`src/rtl/pwm8_pkg.sv`:
```
package pwm8_pkg;
  localparam int MODE_ECOM_BIT = 0;
  localparam int MODE_PWM_BIT  = 1;

  typedef struct packed {
    logic pwm;
    logic ecom;
  } mode_t;
endpackage

```
`src/rtl/pwm8_regs.sv`:
```
module pwm8_regs #(
  parameter int W = 8
) (
  input  logic         clk,
  input  logic         rst,
  input  logic         wr_lo,
  input  logic         wr_hi,
  input  logic         wr_mode,
  input  logic [W-1:0] wdata,
  input  logic         reload,
  output logic [W-1:0] cmp_act,
  output logic [W-1:0] cmp_buf,
  output logic         en
);
  import pwm8_pkg::*;

  mode_t mode_q;

  always_ff @(posedge clk) begin
    if (rst) begin
      mode_q  <= '0;
      cmp_act <= '0;
      cmp_buf <= '0;
    end else begin
      if (wr_mode) begin
        mode_q.ecom <= wdata[MODE_ECOM_BIT];
        mode_q.pwm  <= wdata[MODE_PWM_BIT];
      end
      if (wr_lo) mode_q.ecom <= 1'b0;
      if (wr_hi) mode_q.ecom <= 1'b1;
      if (wr_lo)       cmp_act <= wdata;
      else if (reload) cmp_act <= cmp_buf;
      if (wr_hi)       cmp_buf <= wdata;
    end
  end

  assign en = mode_q.ecom & mode_q.pwm;

  AST_WRAP_RELOAD: assert property (@(posedge clk) disable iff (rst) (reload && !wr_lo) |=> (cmp_act == $past(cmp_buf)));
  AST_LO_CLEARS_EN: assert property (@(posedge clk) disable iff (rst) (wr_lo && !wr_hi) |=> !en);
  AST_HI_SETS_ECOM: assert property (@(posedge clk) disable iff (rst) wr_hi |=> mode_q.ecom);
  AST_REGS_HOLD: assert property (@(posedge clk) disable iff (rst) (!reload && !wr_lo && !wr_hi) |=> ($stable(cmp_act) && $stable(cmp_buf)));
endmodule

```
`src/rtl/pwm8_cmp.sv`:
```
module pwm8_cmp #(
  parameter int W = 8
) (
  input  logic         tick,
  input  logic [W-1:0] cnt,
  input  logic [W-1:0] cmp_act,
  input  logic [W-1:0] cmp_buf,
  output logic         wrap,
  output logic         match
);
  logic [W-1:0] eff_cmp;

  always_comb begin
    wrap    = tick && (cnt == '0);
    eff_cmp = wrap ? cmp_buf : cmp_act;
    match   = tick && (cnt == eff_cmp);
  end
endmodule

```
`src/rtl/pwm8_outq.sv`:
```
module pwm8_outq (
  input  logic clk,
  input  logic rst,
  input  logic en,
  input  logic wrap,
  input  logic match,
  output logic pwm_out
);
  always_ff @(posedge clk) begin
    if (rst)        pwm_out <= 1'b0;
    else if (!en)   pwm_out <= 1'b0;
    else if (match) pwm_out <= 1'b1;
    else if (wrap)  pwm_out <= 1'b0;
  end

  AST_DISABLED_LOW: assert property (@(posedge clk) disable iff (rst) !en |=> !pwm_out);
  AST_MATCH_SETS: assert property (@(posedge clk) disable iff (rst) (en && match) |=> pwm_out);
  AST_WRAP_CLEARS: assert property (@(posedge clk) disable iff (rst) (wrap && !match) |=> !pwm_out);
  AST_IDLE_HOLD: assert property (@(posedge clk) disable iff (rst) (en && !wrap && !match) |=> $stable(pwm_out));
endmodule

```
`src/rtl/pwm8_chan.sv`:
```
module pwm8_chan #(
  parameter int W = 8
) (
  input  logic         clk,
  input  logic         rst,
  input  logic         tick,
  input  logic [W-1:0] cnt_lo,
  input  logic         wr_lo,
  input  logic         wr_hi,
  input  logic         wr_mode,
  input  logic [W-1:0] wdata,
  output logic         pwm_out
);
  logic [W-1:0] cmp_act;
  logic [W-1:0] cmp_buf;
  logic         en;
  logic         wrap;
  logic         match;

  pwm8_regs #(.W(W)) regs_i (
    .clk(clk), .rst(rst), .wr_lo(wr_lo), .wr_hi(wr_hi), .wr_mode(wr_mode),
    .wdata(wdata), .reload(wrap), .cmp_act(cmp_act), .cmp_buf(cmp_buf), .en(en)
  );

  pwm8_cmp #(.W(W)) cmp_i (
    .tick(tick), .cnt(cnt_lo), .cmp_act(cmp_act), .cmp_buf(cmp_buf),
    .wrap(wrap), .match(match)
  );

  pwm8_outq outq_i (
    .clk(clk), .rst(rst), .en(en), .wrap(wrap), .match(match), .pwm_out(pwm_out)
  );
endmodule

```
`config.mk`:
```
export PLATFORM = sky130hd
export DESIGN_NAME = pwm8_chan
export DESIGN_NICKNAME = d
export VERILOG_FILES = /design/src/rtl/pwm8_pkg.sv /design/src/rtl/pwm8_regs.sv /design/src/rtl/pwm8_cmp.sv /design/src/rtl/pwm8_outq.sv /design/src/rtl/pwm8_chan.sv
export SDC_FILE = /design/constraint.sdc
export NUM_CORES = 1
export LEC_CHECK = 0
export BUFFER_PORTS_ARGS = -buffer_cell sky130_fd_sc_hd__buf_4
export CORE_MARGIN = 5
export CORE_UTILIZATION = 45
export DETAILED_ROUTE_END_ITERATION = 12
export PLACE_DENSITY = 0.68
export SLEW_MARGIN = 0
export SYNTH_ARGS = -nofsm -noshare
export SYNTH_HDL_FRONTEND = slang
export SYNTH_SLANG_ARGS = --single-unit
export TNS_END_PERCENT = 10
```
`constraint.sdc`:
```
create_clock -name clk -period 1.8 [get_ports clk]
set_input_delay 0 -clock clk [delete_from_list [all_inputs] [get_ports clk]]
set_output_delay 0 -clock clk [all_outputs]
set_load 0.02 [all_outputs]
```
# Word level (Yosys, flattened, before mapping)
# Cells that the tools add are included.
# W data, S select, Z words.
[totals]
wordCells = 21
output_inout_bits = 1
in_bits = 22
reg_bits = 19
[classes]
n_eq_ne = 1
n_reduce_logical = 6
mux = 7
bitwise_logic = 2
[ops]
columns = ["cell", "count"]
rows = [
  ["$mux W8", 2],
  ["$eq A8 B8 Y1", 1],
  ["$logic_not A8 Y1", 1],
  ["$mux W1", 5],
  ["$reduce_bool A3 Y1", 1],
  ["$logic_and A1 B1 Y1", 2],
  ["$reduce_bool A2 Y1", 1],
  ["$reduce_or A2 Y1", 1],
  ["$and A1 B1 Y1", 1],
  ["$not A1 Y1", 1],
]

# Logic depth before layout (Yosys ltp)
# Gate-level depths: netlist of run 1.
[depth]
depth_word = 6
mapped_depth = 6
mapped_depth_nobuf = 5

# Cells and area by module
# A second synthesis of run 1 with hierarchy kept.
[hier_totals]
cells_unflattened = 110
hier_area_um2 = 1034.7
[modules_own_cells]
columns = ["mod", "seq_area_each_um2", "area_each_um2", "instances", "cells_each"]
rows = [
  ["pwm8_regs", 360.3, 739.5, 1, 70],
  ["pwm8_cmp", 0.0, 255.2, 1, 36],
  ["pwm8_outq", 20.0, 40.0, 1, 4],
]

# Worst setup path before layout of run 1
# Ideal clock, no wire load.
[synth_path]
path_type = "input -> register"
start = "input cnt_lo[5]"
end = "register regs_i.cmp_act[0]"
required_time_ps = 1668
path_slack_ps = 314
path_stages = 6
n_path_buf = 1
setup_ps = 132
arrival_ps = 1354
path_cell_list = "or4_1 -> nor3_4 -> buf_6 -> mux2_1 -> nand2_1 -> a21oi_1"
[synth_via]
elab_chain_len = 4
[synth_rtl]
columns = ["item", "line_no", "source"]
rows = [
  ["start: declaration", "pwm8_chan.sv:7", "input logic [W-1:0] cnt_lo,"],
  ["$logic_not A8 Y1", "pwm8_cmp.sv:14", "wrap = tick && (cnt == '0);"],
  ["$logic_and A1 B1 Y1", "pwm8_cmp.sv:14", ""],
  ["$mux W8 (2 in series)", "n/a", ""],
  ["end signal: assignment", "pwm8_regs.sv:31", "if (wr_lo) cmp_act <= wdata;"],
  ["end signal: assignment", "pwm8_regs.sv:32", "else if (reload) cmp_act <= cmp_buf;"],
  ["end: declaration", "pwm8_regs.sv:11", "output logic [W-1:0] cmp_act,"],
]
# Every way passes these cells.
# A chain may end at the register's enable or synchronous reset.

# Worst setup path in the final report of run 1
# Ends and elaborated chain as after synthesis.

==> flow_summary.yaml, run 1 <==
run_status:
  status: "finished clean"
detailed_routing:
  wire_per_inst_um: 13.1
  viasPerCell: 5.24
  ant_nets: 0
  routed_wl_um: 2230
  drt_iter0_drc: 18
  route.vias.total: 891
  drtPass1Iterations: 4
  drc: 0
pwr:
  p_leak_uw: 0.000561
  clkPwrFrac_pct: 25.0
  switching_share_pct: 25.0
  ir_worst_vdd_mv: 0.447
  internal-power_uw: 619
  power_density_mw_per_mm2: 638
  p_seq_share_pct: 56.3
  switching_power_uw: 206
  combPwrFrac_pct: 18.8
timing:
  relSlewSlack_pct: 72.1
  setup_viol: 0
  min_period_ns: 1.43
  finalCritPeriodShare_pct: 79.6
  whs_ns: 0.0163
  skew_ns: 0.000975
  slew_viol_final: 0
  hold_viol_final: 0
  tightest_slew_ns: 0.418
  fmax_mhz: 698
  rsz0062_at_grt: "false"
  fin_setup_tns_ns: 0
cts:
  cts_buffers: 3
  hold_buffers: 11
  cts_root_buf: "clkbuf_4"
  cts.repair.resized: 0
  postCtsSetupBuffers: 0
  clkTransAtPathRegs_ns: 0.10
  clock_sinks: 19
  htree_num_levels: 1
  cts_buffer_depth: 2
  clk_latency_ns: 0.29
  cts_tree: "built"
placement:
  dp_hpwl_um: 1600
  place_area_mm2: 0.00116
  portBuffers: 22
  gp_congestion: 0.813
setup_path:
  crit_chain: "buf_4 > or4_1 > nor3_4 > buf_4 > mux2_1 > nand2_1 > a21oi_1"
  critPathRequiredTime_ns: 1.98
  cpMostUsedCell: "buf_4"
  critPathSlowestCell: "or4_1"
  end_kind: "flip-flop"
  cp.buffers_inverters: 2
  path_max_fanout: 6
  path_class: "primary input to flip-flop"
  crit_arrival_ns: 1.61
  crit_family: "simple AND/OR/NAND/NOR gates"
  cp-start-kind: "primary input"
  crit_path_max_incr_delay_ns: 0.60
synthesis:
  synth_cell_types: 29
  netlist_instances: 109
  syn_nets: 131
  syn_area_per_cell_um2: 8.88
  netlist_area_um2: 968
  ys_seq_area_share_pct: 39.3
  yosysWarnings: 0
  ys_seq_elements: 19
layout:
  stdcell_area_mm2: 0.00129
  diodes: 0
  final_common_cell: "buf_4"
  layout_common_cells: "buf_4 (24), dfxtp_1 (19), nor2_1 (18)"
  areaGrowthSynthToFinish_pct: 33.5
  final_core_util_pct: 64.6
  drive_gt1_share_pct: 21.7
  fin_nets: 166
global_routing:
  grt_max_degree: 21
  grt_pass1_vias: 885
  grt_usage_pct: 15.0
  antenna_found_initial: 0
  grt-ovfl-total: 0
  grt_pass1_wl_um: 3830
die:
  die-width_um: 56.4
  die_area_mm2: 0.00318
  io-pin-count: 23
  core_mm2: 0.00200
  dieHeight_um: 56.4
  std_cell_rows: 16
  start_util_pct: 48.4
run:
  drv_cap: 0
min_path:
  hp-class: "primary input to flip-flop"
cells in the mapped netlist:
library cell	count	area, um^2
a211oi_1	7	52.6
a21oi_1	3	15.0
a221oi_1	1	8.76
a222oi_1	1	10.0
a22oi_1	1	7.51
a311o_1	1	10.0
and3b_1	1	8.76
and4_1	1	8.76
buf_6	1	11.3
clkbuf_1	4	15.0
dfxtp_1	19	380
inv_1	9	33.8
mux2_1	1	11.3
mux2_2	2	22.5
mux2i_1	14	140
nand2_1	9	33.8
nand2b_1	3	18.8
nor2_1	18	67.6
nor3_1	2	10.0
nor3_4	1	16.3
o2111ai_1	1	8.76
o21ai_0	2	10.0
o221a_1	1	11.3
o221ai_1	1	8.76
o2bb2ai_1	1	8.76
o31a_1	1	8.76
or4_1	1	7.51
or4b_4	1	13.8
xor2_1	1	8.76
sequential cells by signal, indices dropped and copies added, names as in the netlist:
signal,cells
outq_i.pwm_out,1
regs_i.mode_q,2
regs_i.cmp_act,8
regs_i.cmp_buf,8
area by class of cell:
type | instances | area, um^2
well taps | 27 | 33.8
inverters | 9 | 33.8
repair buffers | 35 | 290
fillers | 183 | 709
flip-flops and latches | 19 | 380
multi-input cells | 76 | 528
clock buffers | 4 | 26.3
worst paths after layout:
path | start | slack, ns | to | cells past startpoint
setup / recovery | cnt_lo[5] | 0.37 | regs_i.cmp_act[0] | 7
hold / removal | cnt_lo[4] | 0.02 | outq_i.pwm_out | 3
hold reg to reg | outq_i.pwm_out | 0.48 | outq_i.pwm_out | 2
setup reg to reg | regs_i.mode_q[1] | 0.54 | outq_i.pwm_out | 5
tightest hold or removal path, stage by stage:
cell and delay (ns):
buf_4 0.11, nor3_4 0.05, o2bb2ai_1 0.11
cell families after synthesis:
| family | share of synthesized area (%) |
|---|---|
| flip-flops | 39.3 |
| buffers and inverters | 6.20 |
| multiplexers | 18.0 |
| XOR/XNOR | 0.905 |
| AND/OR/NAND/NOR | 19.1 |
| AO/OA/AOI/OAI | 16.5 |
metrics by stage:
step | setup slack [ns] | cells | power (uW)
CTS | 0.375 | 170 | 831
detailed placement | 0.0634 | 155 | 608
global route | 0.296 | 170 | 873
floorplan | 0.314 | 109 | 546
finish | 0.367 | 170 | 825
global placement | 0.113 | 155 | 605
power groups by stage:
stage | Combinational (uW) | Clock, uW | Sequential, uW
floorplan | 78.3 | 0 | 468
global placement | 132 | 0 | 474
detailed placement | 134 | 0 | 474
CTS | 153 | 214 | 464
global route | 172 | 234 | 468
finish | 155 | 206 | 464
routing by layer:
metal | GRT usage (%) | wire length, um | part of all wire, %
met1 | 19.2 | 1090 | 49
met5 | 0 | 0 | 0
met4 | 5.08 | 7 | 0.31
met3 | 2.98 | 124 | 5.6
met2 | 24.9 | 1010 | 45
Power figures use the tool's default switching activity.
==> run 2: changes to the inputs <==
--- a/config.mk
+++ b/config.mk
@@ -5,11 +5,12 @@
 export SDC_FILE = /design/constraint.sdc
 export NUM_CORES = 1
 export LEC_CHECK = 0
+export ABC_AREA = 1
 export BUFFER_PORTS_ARGS = -buffer_cell sky130_fd_sc_hd__buf_4
 export CORE_MARGIN = 5
 export CORE_UTILIZATION = 45
 export DETAILED_ROUTE_END_ITERATION = 12
-export PLACE_DENSITY = 0.68
+export PLACE_DENSITY = 0.67
 export SLEW_MARGIN = 0
 export SYNTH_ARGS = -nofsm -noshare
 export SYNTH_HDL_FRONTEND = slang
==> constraint.sdc (replaced) <==
create_clock -name clk -period 1.35 [get_ports clk]
set_input_delay 0 -clock clk [delete_from_list [all_inputs] [get_ports clk]]
set_output_delay 0 -clock clk [all_outputs]
set_load 0.02 [all_outputs]
==> flow_summary.yaml, run 2 <==
setup_path:
  critical_path_depth: 5
  crit_path_max_incr_delay_ns: 0.53
  critPathRequiredTime_ns: 1.58
  crit_end: "regs_i.cmp_act[1]"
  regToRegSetupSlack_ns: 0.25
  cp-start-kind: "primary input"
  reg2reg_depth: 9
  end_kind: "flip-flop"
  r2r-start: "regs_i.cmp_buf[7]"
  crit_arrival_ns: 1.34
  path_max_fanout: 18
  path_class: "primary input to flip-flop"
  r2r_end: "outq_i.pwm_out"
  cp.buffers_inverters: 3
  crit_start: "rst"
  crit_chain: "dlygate4sd3_1 > buf_4 > inv_1 > o21ai_0 > a21oi_1"
  critPathSlowestCell: "dlygate4sd3_1"
  crit_family: "buffers and inverters"
synthesis:
  netlist_instances: 162
  yosys-top-cells-area: "dfxtp_1 (35%), nand2_1 (13%), o21ai_0 (7.3%)"
  synthAdderAreaFrac_pct: 0
  ys_seq_area_share_pct: 34.9
  netlist_area_mm2: 0.00109
  synth_cell_types: 23
  synth_common_cells: "nand2_1 (39), dfxtp_1 (19), inv_1 (18)"
  synth_top_family_by_area: "simple AND/OR/NAND/NOR gates"
  syn_nets: 184
  ys_seq_elements: 19
  yosys.area.top_type: "dfxtp_1"
  synth_xor_area_share_pct: 0
  synth_ff_type: "dfxtp_1"
  synth_compound_area_share_pct: 17.6
  yosys.cell_count.top_type: "nand2_1"
  synthSimpleGateAreaFrac_pct: 39.3
  async_flop_share_pct: 0
  syn_area_per_cell_um2: 6.73
  yosysWarnings: 0
  synth-edff-count: 0
  synth_top_cell_area_share_pct: 34.9
  synthMuxAreaShare_pct: 0
detailed_routing:
  route.vias.total: 1150
  met2_length_um: 1220
  wl_met1_um: 1290
  routed_wl_um: 2720
  dr.max_layer_used: "met4"
  viasPerCell: 5.13
  drc: 0
  drtPass1Iterations: 4
  wire_per_inst_um: 12.1
  wl_met3_um: 169
  ant_nets: 0
  drt_iter0_drc: 57
cts:
  cts_root_buf: "clkbuf_4"
  postCtsSetupBuffers: 0
  clock_sinks: 19
  cts_tree: "built"
  clk_latency_ns: 0.29
  cts_buffers: 3
  clkTransAtPathRegs_ns: 0.10
  htree_num_levels: 1
  cts_buffer_depth: 2
die:
  start_util_pct: 48.3
  die_area_mm2: 0.00351
  dieHeight_um: 59.2
  io-pin-count: 23
  core_mm2: 0.00225
  std_cell_rows: 17
  die-width_um: 59.2
placement:
  dp_hpwl_um: 2090
  portBuffers: 22
  gp_congestion: 0.869
  place_area_mm2: 0.00128
layout:
  regArea_um2: 380
  areaGrowthSynthToFinish_pct: 29.9
  drive_gt1_share_pct: 23.0
  layout_common_cells: "nand2_1 (39), buf_4 (22), dfxtp_1 (19)"
  diodes: 0
  top_regs: "regs_i.cmp_act: 8 flops, regs_i.cmp_buf: 8 flops, regs_i.mode_q: 2 flops"
  fillerInstances: 218
  fin_nets: 219
  final_common_cell: "nand2_1"
  multi_input_area_um2: 619
  stdcell_area_mm2: 0.00142
run:
  drv_cap: 0
run_status:
  violations: "hold timing"
  status: "finished, violations left"
global_routing:
  grt_usage_pct: 16.9
  grt_pass1_vias: 1092
  antenna_found_initial: 0
  grt-ovfl-total: 0
  grt_max_degree: 19
  grt_pass1_wl_um: 4630
timing:
  fmax_mhz: 902
  tightest_slew_ns: 0.439
  hold_viol_final: 1
  whs_ns: -0.0238
  fin_setup_tns_ns: 0
  setup_viol: 0
  relSlewSlack_pct: 70.7
  skew_ns: 0.00145
  slew_viol_final: 0
  rsz0062_at_grt: "false"
  min_period_ns: 1.11
  finalCritPeriodShare_pct: 82.1
pwr:
  switching_power_uw: 326
  switching_share_pct: 28.3
  clkPwrFrac_pct: 24.7
  combPwrFrac_pct: 22.2
  power_density_mw_per_mm2: 816
  ir_worst_vdd_mv: 0.690
  p_leak_uw: 0.000685
  p_seq_share_pct: 53.2
  internal-power_uw: 828
min_path:
  hp-class: "primary input to flip-flop"
## run 2: cell count changes after synthesis, sizes merged, moves of 3 or more
cell,change
a211oi,-7
mux2,-3
inv,+11
mux2i,-14
a21oi,+9
o21ai,+17
nand3,+18
nor2,+5
a31oi,+4
nor3,-3
nand2b,-3
nand2,+32
## run 2: worst min path at each step
stage	startpoint	depth (start not counted)	to
finish	wr_lo	4	regs_i.mode_q[0]
detailed placement	rst	2	regs_i.mode_q[0]
global route	wr_lo	4	regs_i.mode_q[0]
global placement	rst	2	regs_i.mode_q[0]
CTS	wr_hi	3	regs_i.cmp_buf[2]
floorplan	rst	1	regs_i.mode_q[0]
## run 2: power by group through the flow
stage | combinational [uW] | sequential (uW) | clock [uW]
6_report | 256 | 614 | 285
5_1_grt | 290 | 618 | 323
4_1_cts | 257 | 613 | 300
3_5_place_dp | 228 | 626 | 0
3_3_place_gp | 223 | 626 | 0
2_1_floorplan | 137 | 621 | 0
## run 2: area by class of cell
cell class / instances / area share, %
flip-flops and latches: 19 / 26.9
clock buffers: 4 / 1.86
inverters: 21 / 5.57
multi-input cells: 119 / 43.8
well taps: 28 / 2.48
repair buffers: 33 / 19.5
## run 2: stage by stage
stage | setup WS, ns | instances | total power (uW) | util [%]
2_1_floorplan | 0.344 | 162 | 758 | -
3_3_place_gp | 0.0843 | 209 | 849 | 56.7
3_5_place_dp | 0.0674 | 209 | 855 | 56.7
4_1_cts | 0.0568 | 225 | 1170 | 63.2
5_1_grt | 0.0907 | 224 | 1230 | 62.8
6_report | 0.242 | 224 | 1150 | 62.8
## run 2: worst register-to-register path, delay by kind of cell, from the launching register on
kind,cells,cell delay (ns)
AOI/OAI and AO/OA,1,0.11
and+or+nand+nor,7,0.55
DFF,1,0.31
buffers and inverters,1,0.08
## run 2: cells by family (layout without fill, tap and decap cells)
group           after synthesis  after routing
buf+inv                      24             58
simple gates                 83             83
compound gates               36             36
flops                        19             19
## run 2: timing repair
action                                  in CTS  in global routing
gates resized for setup                      0                  1
hold buffers                                12                  0
hold endpoints to repair                    12                  0
endpoints found under the setup margin       0                  1
## run 2: per-layer routing
metal,global-route usage [%],vias to the layer above
li1,-,593
met5,0,-
met4,7.77,0
met3,2.40,6
met1,22.1,513
met2,27.3,38
